[config.mk]
export PLATFORM = sky130hd
export DESIGN_NAME = mcpc_top
export DESIGN_NICKNAME = d
export VERILOG_FILES = /design/src/rtl/mcpc_pkg.sv /design/src/rtl/mcpc_evt_sel.sv /design/src/rtl/mcpc_ctr.sv /design/src/rtl/mcpc_regif.sv /design/src/rtl/mcpc_top.sv
export SDC_FILE = /design/constraint.sdc
export NUM_CORES = 1
export LEC_CHECK = 0
export ABC_CLOCK_PERIOD_IN_PS = 6300
export BUFFER_PORTS_ARGS = -buffer_cell sky130_fd_sc_hd__buf_2
export CAP_MARGIN = 10
export CORE_MARGIN = 2
export CORE_UTILIZATION = 55
export DETAILED_ROUTE_END_ITERATION = 8
export PLACE_DENSITY = 0.76
export SKIP_CTS_REPAIR_TIMING = 1
export SLEW_MARGIN = 20
export SYNTH_ARGS = -nofsm -noshare
export SYNTH_HDL_FRONTEND = slang
export SYNTH_SLANG_ARGS = --single-unit
[constraint.sdc]
create_clock -name clk -period 6.3 [get_ports clk]
set_clock_uncertainty 0.05 [all_clocks]
set_input_delay 0 -clock clk [delete_from_list [all_inputs] [get_ports clk]]
set_output_delay 0 -clock clk [all_outputs]
set_load 0.01 [all_outputs]
[src/rtl/mcpc_pkg.sv]
package mcpc_pkg;

  localparam int DATA_W  = 32;
  localparam int SEL_W   = 8;
  localparam int OVF_BIT = 0;
  localparam int CLR_BIT = 1;
  localparam int EN_BIT  = 2;
  localparam int SEL_LSB = 24;

  // Named event-select codes for the controller strobes
  localparam logic [SEL_W-1:0] EVC_CYCLE    = 8'h00;
  localparam logic [SEL_W-1:0] EVC_SELF_REF = 8'h01;
  localparam logic [SEL_W-1:0] EVC_RD_ACC   = 8'h04;
  localparam logic [SEL_W-1:0] EVC_WR_ACC   = 8'h05;
  localparam logic [SEL_W-1:0] EVC_RD_CMD   = 8'h20;
  localparam logic [SEL_W-1:0] EVC_WR_CMD   = 8'h21;
  localparam logic [SEL_W-1:0] EVC_PRECHG   = 8'h31;
  localparam logic [SEL_W-1:0] EVC_ACTIVATE = 8'h32;
  localparam logic [SEL_W-1:0] EVC_REFRESH  = 8'h37;

  typedef struct packed {
    logic [SEL_W-1:0] sel;
    logic             en;
    logic             clr;
    logic             ovf;
  } ctl_t;

  function automatic logic [DATA_W-1:0] ctl_word(ctl_t c);
    logic [DATA_W-1:0] w;
    w = '0;
    w[SEL_LSB +: SEL_W] = c.sel;
    w[EN_BIT]           = c.en;
    w[CLR_BIT]          = c.clr;
    w[OVF_BIT]          = c.ovf;
    return w;
  endfunction

endpackage

[src/rtl/mcpc_evt_sel.sv]
module mcpc_evt_sel
  import mcpc_pkg::*;
#(
  parameter int NUM_EVT = 64
) (
  input  logic [SEL_W-1:0]   sel,
  input  logic [NUM_EVT-1:0] ev,
  output logic               hit
);
  localparam int IDX_W = (NUM_EVT > 1) ? $clog2(NUM_EVT) : 1;

  logic [IDX_W-1:0] idx;
  logic             in_range;

  assign idx      = sel[IDX_W-1:0];
  assign in_range = (int'(sel) < NUM_EVT);

  always_comb begin
    if (sel == EVC_CYCLE) hit = 1'b1;
    else if (in_range)    hit = ev[idx];
    else                  hit = 1'b0;
  end
endmodule

[src/rtl/mcpc_ctr.sv]
module mcpc_ctr
  import mcpc_pkg::*;
#(
  parameter int CNT_W    = 32,
  parameter bit IS_CYCLE = 1'b0
) (
  input  logic             clk,
  input  logic             rst,
  input  logic             wr_hit,
  input  ctl_t             wr_ctl,
  input  logic             run,
  input  logic             hit,
  output logic [CNT_W-1:0] cnt_o,
  output ctl_t             ctl_o
);
  logic [CNT_W-1:0] cnt_q;
  logic             en_q;
  logic             ovf_q;
  logic [SEL_W-1:0] sel_q;
  logic             clr_now;
  logic             clr_bit;
  logic             inc;
  logic             wrap;

  generate
    if (IS_CYCLE) begin : g_cyc
      logic             clr_q;
      logic [SEL_W-1:0] sel_unused;
      assign sel_unused = wr_ctl.sel;
      always_ff @(posedge clk) begin
        if (rst)         clr_q <= 1'b0;
        else if (wr_hit) clr_q <= wr_ctl.clr;
      end
      assign clr_now = wr_hit & wr_ctl.clr & ~clr_q;
      assign clr_bit = clr_q;
    end else begin : g_evt
      assign clr_now = wr_hit & ~wr_ctl.clr;
      assign clr_bit = 1'b1;
    end
  endgenerate

  assign inc  = en_q & run & hit;
  assign wrap = inc & (&cnt_q) & ~clr_now;

  always_ff @(posedge clk) begin
    if (rst) begin
      cnt_q <= '0;
    end else if (clr_now) begin
      cnt_q <= '0;
    end else if (inc) begin
      cnt_q <= cnt_q + CNT_W'(1);
    end
  end

  always_ff @(posedge clk) begin
    if (rst) begin
      en_q  <= 1'b0;
      sel_q <= '0;
    end else if (wr_hit) begin
      en_q  <= wr_ctl.en;
      sel_q <= IS_CYCLE ? '0 : wr_ctl.sel;
    end
  end

  always_ff @(posedge clk) begin
    if (rst)                         ovf_q <= 1'b0;
    else if (wrap)                   ovf_q <= 1'b1;
    else if (wr_hit && !wr_ctl.ovf)  ovf_q <= 1'b0;
  end

  assign cnt_o     = cnt_q;
  assign ctl_o.sel = sel_q;
  assign ctl_o.en  = en_q;
  assign ctl_o.clr = clr_bit;
  assign ctl_o.ovf = ovf_q;

  // an increment past the top wraps to zero and raises the flag
  a_r7_wrap_sets_ovf: assert property (@(posedge clk) disable iff (rst)
    (inc && (&cnt_q) && !clr_now) |=> (cnt_q == '0 && ovf_q));

  // a clear wins over a same-cycle increment
  a_r12_clear_wins: assert property (@(posedge clk) disable iff (rst)
    clr_now |=> (cnt_q == '0));

  // with neither increment nor clear the value holds
  a_r8_hold_idle: assert property (@(posedge clk) disable iff (rst)
    (!inc && !clr_now) |=> $stable(cnt_q));
endmodule

[src/rtl/mcpc_regif.sv]
module mcpc_regif
  import mcpc_pkg::*;
#(
  parameter int NUM_CTR  = 4,
  parameter int CNT_W    = 32,
  parameter int ADDR_W   = 8,
  parameter int CNT_BASE = 32
) (
  input  logic                          clk,
  input  logic                          rst,
  input  logic                          reg_wr,
  input  logic                          reg_rd,
  input  logic [ADDR_W-1:0]             reg_addr,
  input  logic [DATA_W-1:0]             reg_wdata,
  input  ctl_t [NUM_CTR-1:0]            ctl_in,
  input  logic [NUM_CTR-1:0][CNT_W-1:0] cnt_in,
  output logic [NUM_CTR-1:0]            wr_hit,
  output ctl_t                          wr_ctl,
  output logic [DATA_W-1:0]             reg_rdata
);
  logic [DATA_W-1:0] rd_mux;
  logic              rd_valid;
  logic [20:0]       wdata_unused;

  assign wdata_unused = reg_wdata[SEL_LSB-1:EN_BIT+1];
  assign wr_ctl.sel   = reg_wdata[SEL_LSB +: SEL_W];
  assign wr_ctl.en    = reg_wdata[EN_BIT];
  assign wr_ctl.clr   = reg_wdata[CLR_BIT];
  assign wr_ctl.ovf   = reg_wdata[OVF_BIT];

  generate
    for (genvar n = 0; n < NUM_CTR; n++) begin : g_dec
      assign wr_hit[n] = reg_wr && (reg_addr == ADDR_W'(4 * n));
    end
  endgenerate

  always_comb begin
    rd_mux   = '0;
    rd_valid = 1'b0;
    for (int n = 0; n < NUM_CTR; n++) begin
      if (reg_addr == ADDR_W'(4 * n)) begin
        rd_mux   = ctl_word(ctl_in[n]);
        rd_valid = 1'b1;
      end
      if (reg_addr == ADDR_W'(CNT_BASE + 4 * n)) begin
        rd_mux   = DATA_W'(cnt_in[n]);
        rd_valid = 1'b1;
      end
    end
  end

  always_ff @(posedge clk) begin
    if (rst)         reg_rdata <= '0;
    else if (reg_rd) reg_rdata <= rd_mux;
  end

  // unmapped addresses read as zero
  a_r1_bad_addr_zero: assert property (@(posedge clk) disable iff (rst)
    (reg_rd && !rd_valid) |=> (reg_rdata == '0));

  // read data holds between reads
  a_r1_rdata_hold: assert property (@(posedge clk) disable iff (rst)
    !reg_rd |=> $stable(reg_rdata));
endmodule

[src/rtl/mcpc_top.sv]
module mcpc_top
  import mcpc_pkg::*;
#(
  parameter int NUM_CTR  = 4,
  parameter int CNT_W    = 32,
  parameter int NUM_EVT  = 64,
  parameter int ADDR_W   = 8,
  parameter int CNT_BASE = 32
) (
  input  logic               clk,
  input  logic               rst,
  input  logic [NUM_EVT-1:0] ev_strobe,
  input  logic               reg_wr,
  input  logic               reg_rd,
  input  logic [ADDR_W-1:0]  reg_addr,
  input  logic [31:0]        reg_wdata,
  output logic [31:0]        reg_rdata,
  output logic               irq
);
  ctl_t [NUM_CTR-1:0]            ctl_all;
  logic [NUM_CTR-1:0][CNT_W-1:0] cnt_all;
  logic [NUM_CTR-1:0]            wr_hit;
  logic [NUM_CTR-1:0]            hit;
  ctl_t                          wr_ctl;
  logic                          run_all;

  // Counter 0 is the timebase: it gates every counter in the unit
  assign run_all = ctl_all[0].en & ~ctl_all[0].ovf;

  mcpc_regif #(
    .NUM_CTR (NUM_CTR),
    .CNT_W   (CNT_W),
    .ADDR_W  (ADDR_W),
    .CNT_BASE(CNT_BASE)
  ) u_regif (
    .clk      (clk),
    .rst      (rst),
    .reg_wr   (reg_wr),
    .reg_rd   (reg_rd),
    .reg_addr (reg_addr),
    .reg_wdata(reg_wdata),
    .ctl_in   (ctl_all),
    .cnt_in   (cnt_all),
    .wr_hit   (wr_hit),
    .wr_ctl   (wr_ctl),
    .reg_rdata(reg_rdata)
  );

  generate
    for (genvar n = 0; n < NUM_CTR; n++) begin : g_ctr
      if (n == 0) begin : g_time
        assign hit[n] = 1'b1;
      end else begin : g_sel
        mcpc_evt_sel #(.NUM_EVT(NUM_EVT)) u_sel (
          .sel(ctl_all[n].sel),
          .ev (ev_strobe),
          .hit(hit[n])
        );
      end
      mcpc_ctr #(
        .CNT_W   (CNT_W),
        .IS_CYCLE(n == 0)
      ) u_ctr (
        .clk   (clk),
        .rst   (rst),
        .wr_hit(wr_hit[n]),
        .wr_ctl(wr_ctl),
        .run   (run_all),
        .hit   (hit[n]),
        .cnt_o (cnt_all[n]),
        .ctl_o (ctl_all[n])
      );
    end
  endgenerate

  always_ff @(posedge clk) begin
    if (rst) irq <= 1'b0;
    else     irq <= ctl_all[0].ovf & ctl_all[0].en;
  end

  // after a timebase overflow, no count moves unless software writes
  a_r5_freeze_all: assert property (@(posedge clk) disable iff (rst)
    (ctl_all[0].ovf && !reg_wr) |=> $stable(cnt_all));

  // interrupt follows the timebase flag and enable
  a_r6_irq_rise: assert property (@(posedge clk) disable iff (rst)
    (ctl_all[0].ovf && ctl_all[0].en) |=> irq);

  a_r6_irq_fall: assert property (@(posedge clk) disable iff (rst)
    !(ctl_all[0].ovf && ctl_all[0].en) |=> !irq);
endmodule

==> impl_results.rst <==
.. list-table::
   :header-rows: 1

   * - Metric
     - Value
   * - Power per cell area
     - 195 mW/mm^2
   * - Launch instance of the worst min-delay path
     - reg_addr[4]
   * - Root buffer selected by CTS
     - sky130_fd_sc_hd__clkbuf_16
   * - Aggregate global-route resource usage
     - 31.5%
   * - TritonCTS clock tree
     - yes
   * - Type of the most critical hold path
     - in2reg
   * - Die Area
     - 0.0227 sq mm
   * - CP peak stage delay
     - 0.92 ns
   * - NumNets Final
     - 1502
   * - Post-synthesis average cell area
     - 8.87 sq um
   * - I/O pin cnt
     - 141
   * - Chip width
     - 151 um
   * - Endpoint class of the critical path
     - register
   * - Status
     - finished clean
   * - Number of H-tree levels
     - 4
   * - Reg2Reg Depth
     - 6
   * - DRC violations left
     - 0
   * - CP required
     - 6.58 ns
   * - Final HPWL DP
     - 24800 um
   * - Worst-path cell with the longest stage delay
     - sky130_fd_sc_hd__dfxtp_1
   * - GRT Residual Overflow
     - 0
   * - Total Wirelength
     - 35500 um
   * - Die height
     - 151 um
   * - Final Wtd Congestion
     - 0.967
   * - Endpoint arrival time on the critical path
     - 3.87 ns
   * - Final-report setup violation count
     - 0
   * - DR iter-0 viols
     - 1537
   * - Worst-path fanout max
     - 63
   * - Vias per inst
     - 6.86
   * - Max Clk Rate
     - 279 MHz
   * - Quantity of I/O buffers inserted on ports
     - 119
   * - Library cells used by synthesis
     - 72
   * - Wire length of the first global-routing pass
     - 55700 um
   * - Setup TNS
     - 0 ns
   * - Category of the critical setup timing path
     - reg2reg
   * - Via count of the first global-routing pass
     - 10200
   * - Top flip-flop cell by instance count after synthesis
     - sky130_fd_sc_hd__dfxtp_1
   * - Effective utilization at floorplan
     - 56.1%
   * - Leakage component of the power
     - 0.00420 uW
   * - Async set-reset flop share out of synthesis
     - 0%
   * - Remaining max-slew budget at the tightest pin
     - 26.6%
   * - Final hold viol count
     - 0
   * - Share of the clock period used by the worst path after layout
     - 57.0%
   * - Number of antenna diodes
     - 0
   * - Drt pass-1 iters
     - 5
   * - Total CTS buffers
     - 17
   * - RSZ-0062 raised after global routing
     - false
   * - Final routed wire length divided by cell count
     - 21.1 um
   * - Area inside the core boundary
     - 0.0211 sq mm
   * - Number of buffers on the longest clock path
     - 2
   * - Reg-to-reg slack, setup
     - 2.71 ns
   * - Vias post-DR
     - 11500
   * - Clock sink count
     - 194
   * - Max Transition Viols Final
     - 0
   * - Critical Path Source
     - g_ctr[3].u_ctr.sel_q[1]
   * - Fraction of the yosys area taken by sequential cells
     - 32.8%
   * - Worst hold path cell count
     - 4
   * - Area growth from synthesis to final layout
     - 11.2%
   * - Worst-path cell chain
     - mux4_2 > mux4_2 > or3b_4 > nand4_4 > nor3_1 > mux2_4
   * - Number of warnings issued by yosys
     - 0
   * - Hold worst-path end
     - u_regif.reg_rdata[31]
   * - Max Cap Viol
     - 0
   * - Dominant cell type by count on the critical path
     - sky130_fd_sc_hd__mux4_2
   * - Type of origin of the critical path
     - register
   * - Number of flops mapped to enable cells by yosys
     - 0
   * - Count of state elements after synthesis
     - 194
   * - WHS
     - 0.0160 ns
   * - Clock edge transition at the registers on the reported setup and hold paths
     - 0.08 ns
   * - Antenna violations before repair
     - 2
   * - Final worst path period need
     - 3.59 ns
   * - Post-synth design cell area
     - 0.0118 sq mm
   * - Reg-to-reg critical path startpoint
     - g_ctr[3].u_ctr.sel_q[1]
   * - Gate count after technology mapping
     - 1334
   * - Synthesized netlist net count
     - 1446
   * - Placement row count
     - 53
   * - Capturing point of the worst reg2reg path
     - g_ctr[3].u_ctr.cnt_o[31]
   * - Transition time at the pin with the least slew margin
     - 1.09 ns
   * - Remaining antenna violation count
     - 0
   * - Largest net degree at the start of global routing
     - 68
   * - Largest vdd supply drop
     - 0.000197 V
   * - Fill cell total of the finished layout
     - 1785
   * - Layout cells sized above 1
     - 17.9%
   * - Worst skew pair latency
     - 0.45 ns
worst max-delay path by stage:
stage                          endpoint  slack [ns]  cells after the start
2_1_floorplan  g_ctr[3].u_ctr.cnt_o[31]        3.75                      8
3_3_place_gp   g_ctr[3].u_ctr.cnt_o[31]        2.74                      6
3_5_place_dp   g_ctr[3].u_ctr.cnt_o[31]        2.73                      6
4_1_cts        g_ctr[3].u_ctr.cnt_o[31]        2.71                      6
5_1_grt        g_ctr[3].u_ctr.cnt_o[31]        2.57                      7
6_report       g_ctr[3].u_ctr.cnt_o[31]        2.71                      6
Yosys cell counts, types with 4 or more instances:
| cell type | number | area (sq um) |
|---|---|---|
| sky130_fd_sc_hd__o21ai_0 | 22 | 110 |
| sky130_fd_sc_hd__a311oi_1 | 23 | 201 |
| sky130_fd_sc_hd__and3_1 | 24 | 150 |
| sky130_fd_sc_hd__o31ai_1 | 55 | 413 |
| sky130_fd_sc_hd__nor4_1 | 14 | 87.6 |
| sky130_fd_sc_hd__xnor2_1 | 15 | 131 |
| sky130_fd_sc_hd__nor3b_1 | 4 | 30.0 |
| sky130_fd_sc_hd__and4_1 | 10 | 87.6 |
| sky130_fd_sc_hd__a221o_1 | 8 | 80.1 |
| sky130_fd_sc_hd__or3_1 | 18 | 113 |
| sky130_fd_sc_hd__nor2b_1 | 4 | 25.0 |
| sky130_fd_sc_hd__a211oi_1 | 6 | 45.0 |
| sky130_fd_sc_hd__nand4_1 | 44 | 275 |
| sky130_fd_sc_hd__xor2_1 | 13 | 114 |
| sky130_fd_sc_hd__nand2b_1 | 30 | 188 |
| sky130_fd_sc_hd__clkbuf_1 | 72 | 270 |
| sky130_fd_sc_hd__o22ai_1 | 8 | 50.1 |
| sky130_fd_sc_hd__buf_2 | 18 | 90.1 |
| sky130_fd_sc_hd__a21oi_1 | 91 | 455 |
| sky130_fd_sc_hd__mux2_2 | 7 | 78.8 |
| sky130_fd_sc_hd__buf_6 | 9 | 101 |
| sky130_fd_sc_hd__nand3_1 | 64 | 320 |
| sky130_fd_sc_hd__nor3_1 | 28 | 140 |
| sky130_fd_sc_hd__a32oi_1 | 42 | 368 |
| sky130_fd_sc_hd__nand2_1 | 102 | 383 |
| sky130_fd_sc_hd__o311ai_0 | 6 | 52.6 |
| sky130_fd_sc_hd__mux2i_1 | 79 | 791 |
| sky130_fd_sc_hd__buf_1 | 7 | 26.3 |
| sky130_fd_sc_hd__inv_1 | 24 | 90.1 |
| sky130_fd_sc_hd__nor2_1 | 112 | 420 |
| sky130_fd_sc_hd__or4_1 | 55 | 413 |
| sky130_fd_sc_hd__buf_4 | 5 | 37.5 |
| sky130_fd_sc_hd__ha_1 | 4 | 50.1 |
| sky130_fd_sc_hd__dfxtp_1 | 194 | 3880 |
| sky130_fd_sc_hd__nand4b_1 | 4 | 35.0 |
| sky130_fd_sc_hd__and2_1 | 7 | 43.8 |
| sky130_fd_sc_hd__a31oi_1 | 4 | 25.0 |
| sky130_fd_sc_hd__mux4_2 | 51 | 1150 |
flip-flops by register name (all words and copies together), names as in the netlist:
name,cells
g_ctr.u_ctr.cnt_o,128
u_regif.reg_rdata,32
g_ctr.u_ctr.sel_q,24
g_ctr.u_ctr.en_q,4
g_ctr.u_ctr.ovf_q,4
g_ctr.u_ctr.clr_bit,1
irq,1
cell families after synthesis:
kind of cell    count (synthesis)  synth area share [%]
flops                         194                  32.8
mux                           138                  17.2
fa+ha+maj                       4                 0.423
xor+xnor                       28                  2.07
compound gates                297                  17.7
simple gates                  538                  24.5
buf+inv                       135                  5.21
routing by layer:
metal	GRT usage (%)	wire length (um)	vias up
met5	0	23	-
met4	11.4	1280	4
met3	6.12	3160	96
met2	49.8	16200	584
met1	43.0	14800	5522
li1	-	-	5310
stage by stage:
stage	cell area, sq um	setup WS [ns]	std cells	utilization, %	power [uW]
6_report	13200	2.71	1678	62.4	2560
5_1_grt	13200	2.57	1678	62.4	2640
4_1_cts	13000	2.71	1666	61.8	2570
3_5_place_dp	12400	2.73	1634	58.9	1440
3_3_place_gp	12400	2.74	1634	58.9	1440
2_1_floorplan	11800	3.75	1334	-	1360
area by class of cell:
class	instances	area [sq um]	share of cell area, %
multi-input cells	1005	7380	56.1
flip-flops and latches	194	3880	29.5
repair buffers	148	843	6.41
clock buffers	18	429	3.26
well taps	275	344	2.62
clock inverters	14	184	1.40
inverters	24	90.1	0.685
report_power, final:
group / switching, uW / internal (uW) / total, uW / leakage, uW
Sequential: 5.85 / 1230 / 1240 / 0.00157
Clock: 533 / 607 / 1140 / 0.000298
Combinational: 107 / 74.9 / 182 / 0.00234
cells in the final DEF (no fill, tap or decap), types with 27 or more instances in the layout:
master and count:
sky130_fd_sc_hd__dfxtp_1 194, sky130_fd_sc_hd__buf_2 119, sky130_fd_sc_hd__nor2_1 111, sky130_fd_sc_hd__nand2_1 102, sky130_fd_sc_hd__a21oi_1 91, sky130_fd_sc_hd__mux2i_1 79, sky130_fd_sc_hd__nand3_1 64, sky130_fd_sc_hd__or4_1 55
sky130_fd_sc_hd__o31ai_1 54, sky130_fd_sc_hd__mux4_2 51, sky130_fd_sc_hd__nand4_1 44, sky130_fd_sc_hd__a32oi_1 42, sky130_fd_sc_hd__nand2b_1 30, sky130_fd_sc_hd__nor3_1 27
worst max-delay path, delay by kind of cell (launching register included):
| family | cells | cell delay, ns |
|---|---|---|
| DFF | 1 | 0.92 |
| and+or+nand+nor | 3 | 1.06 |
| muxes | 3 | 1.43 |
Note: power is estimated with default switching activity, not from simulation.
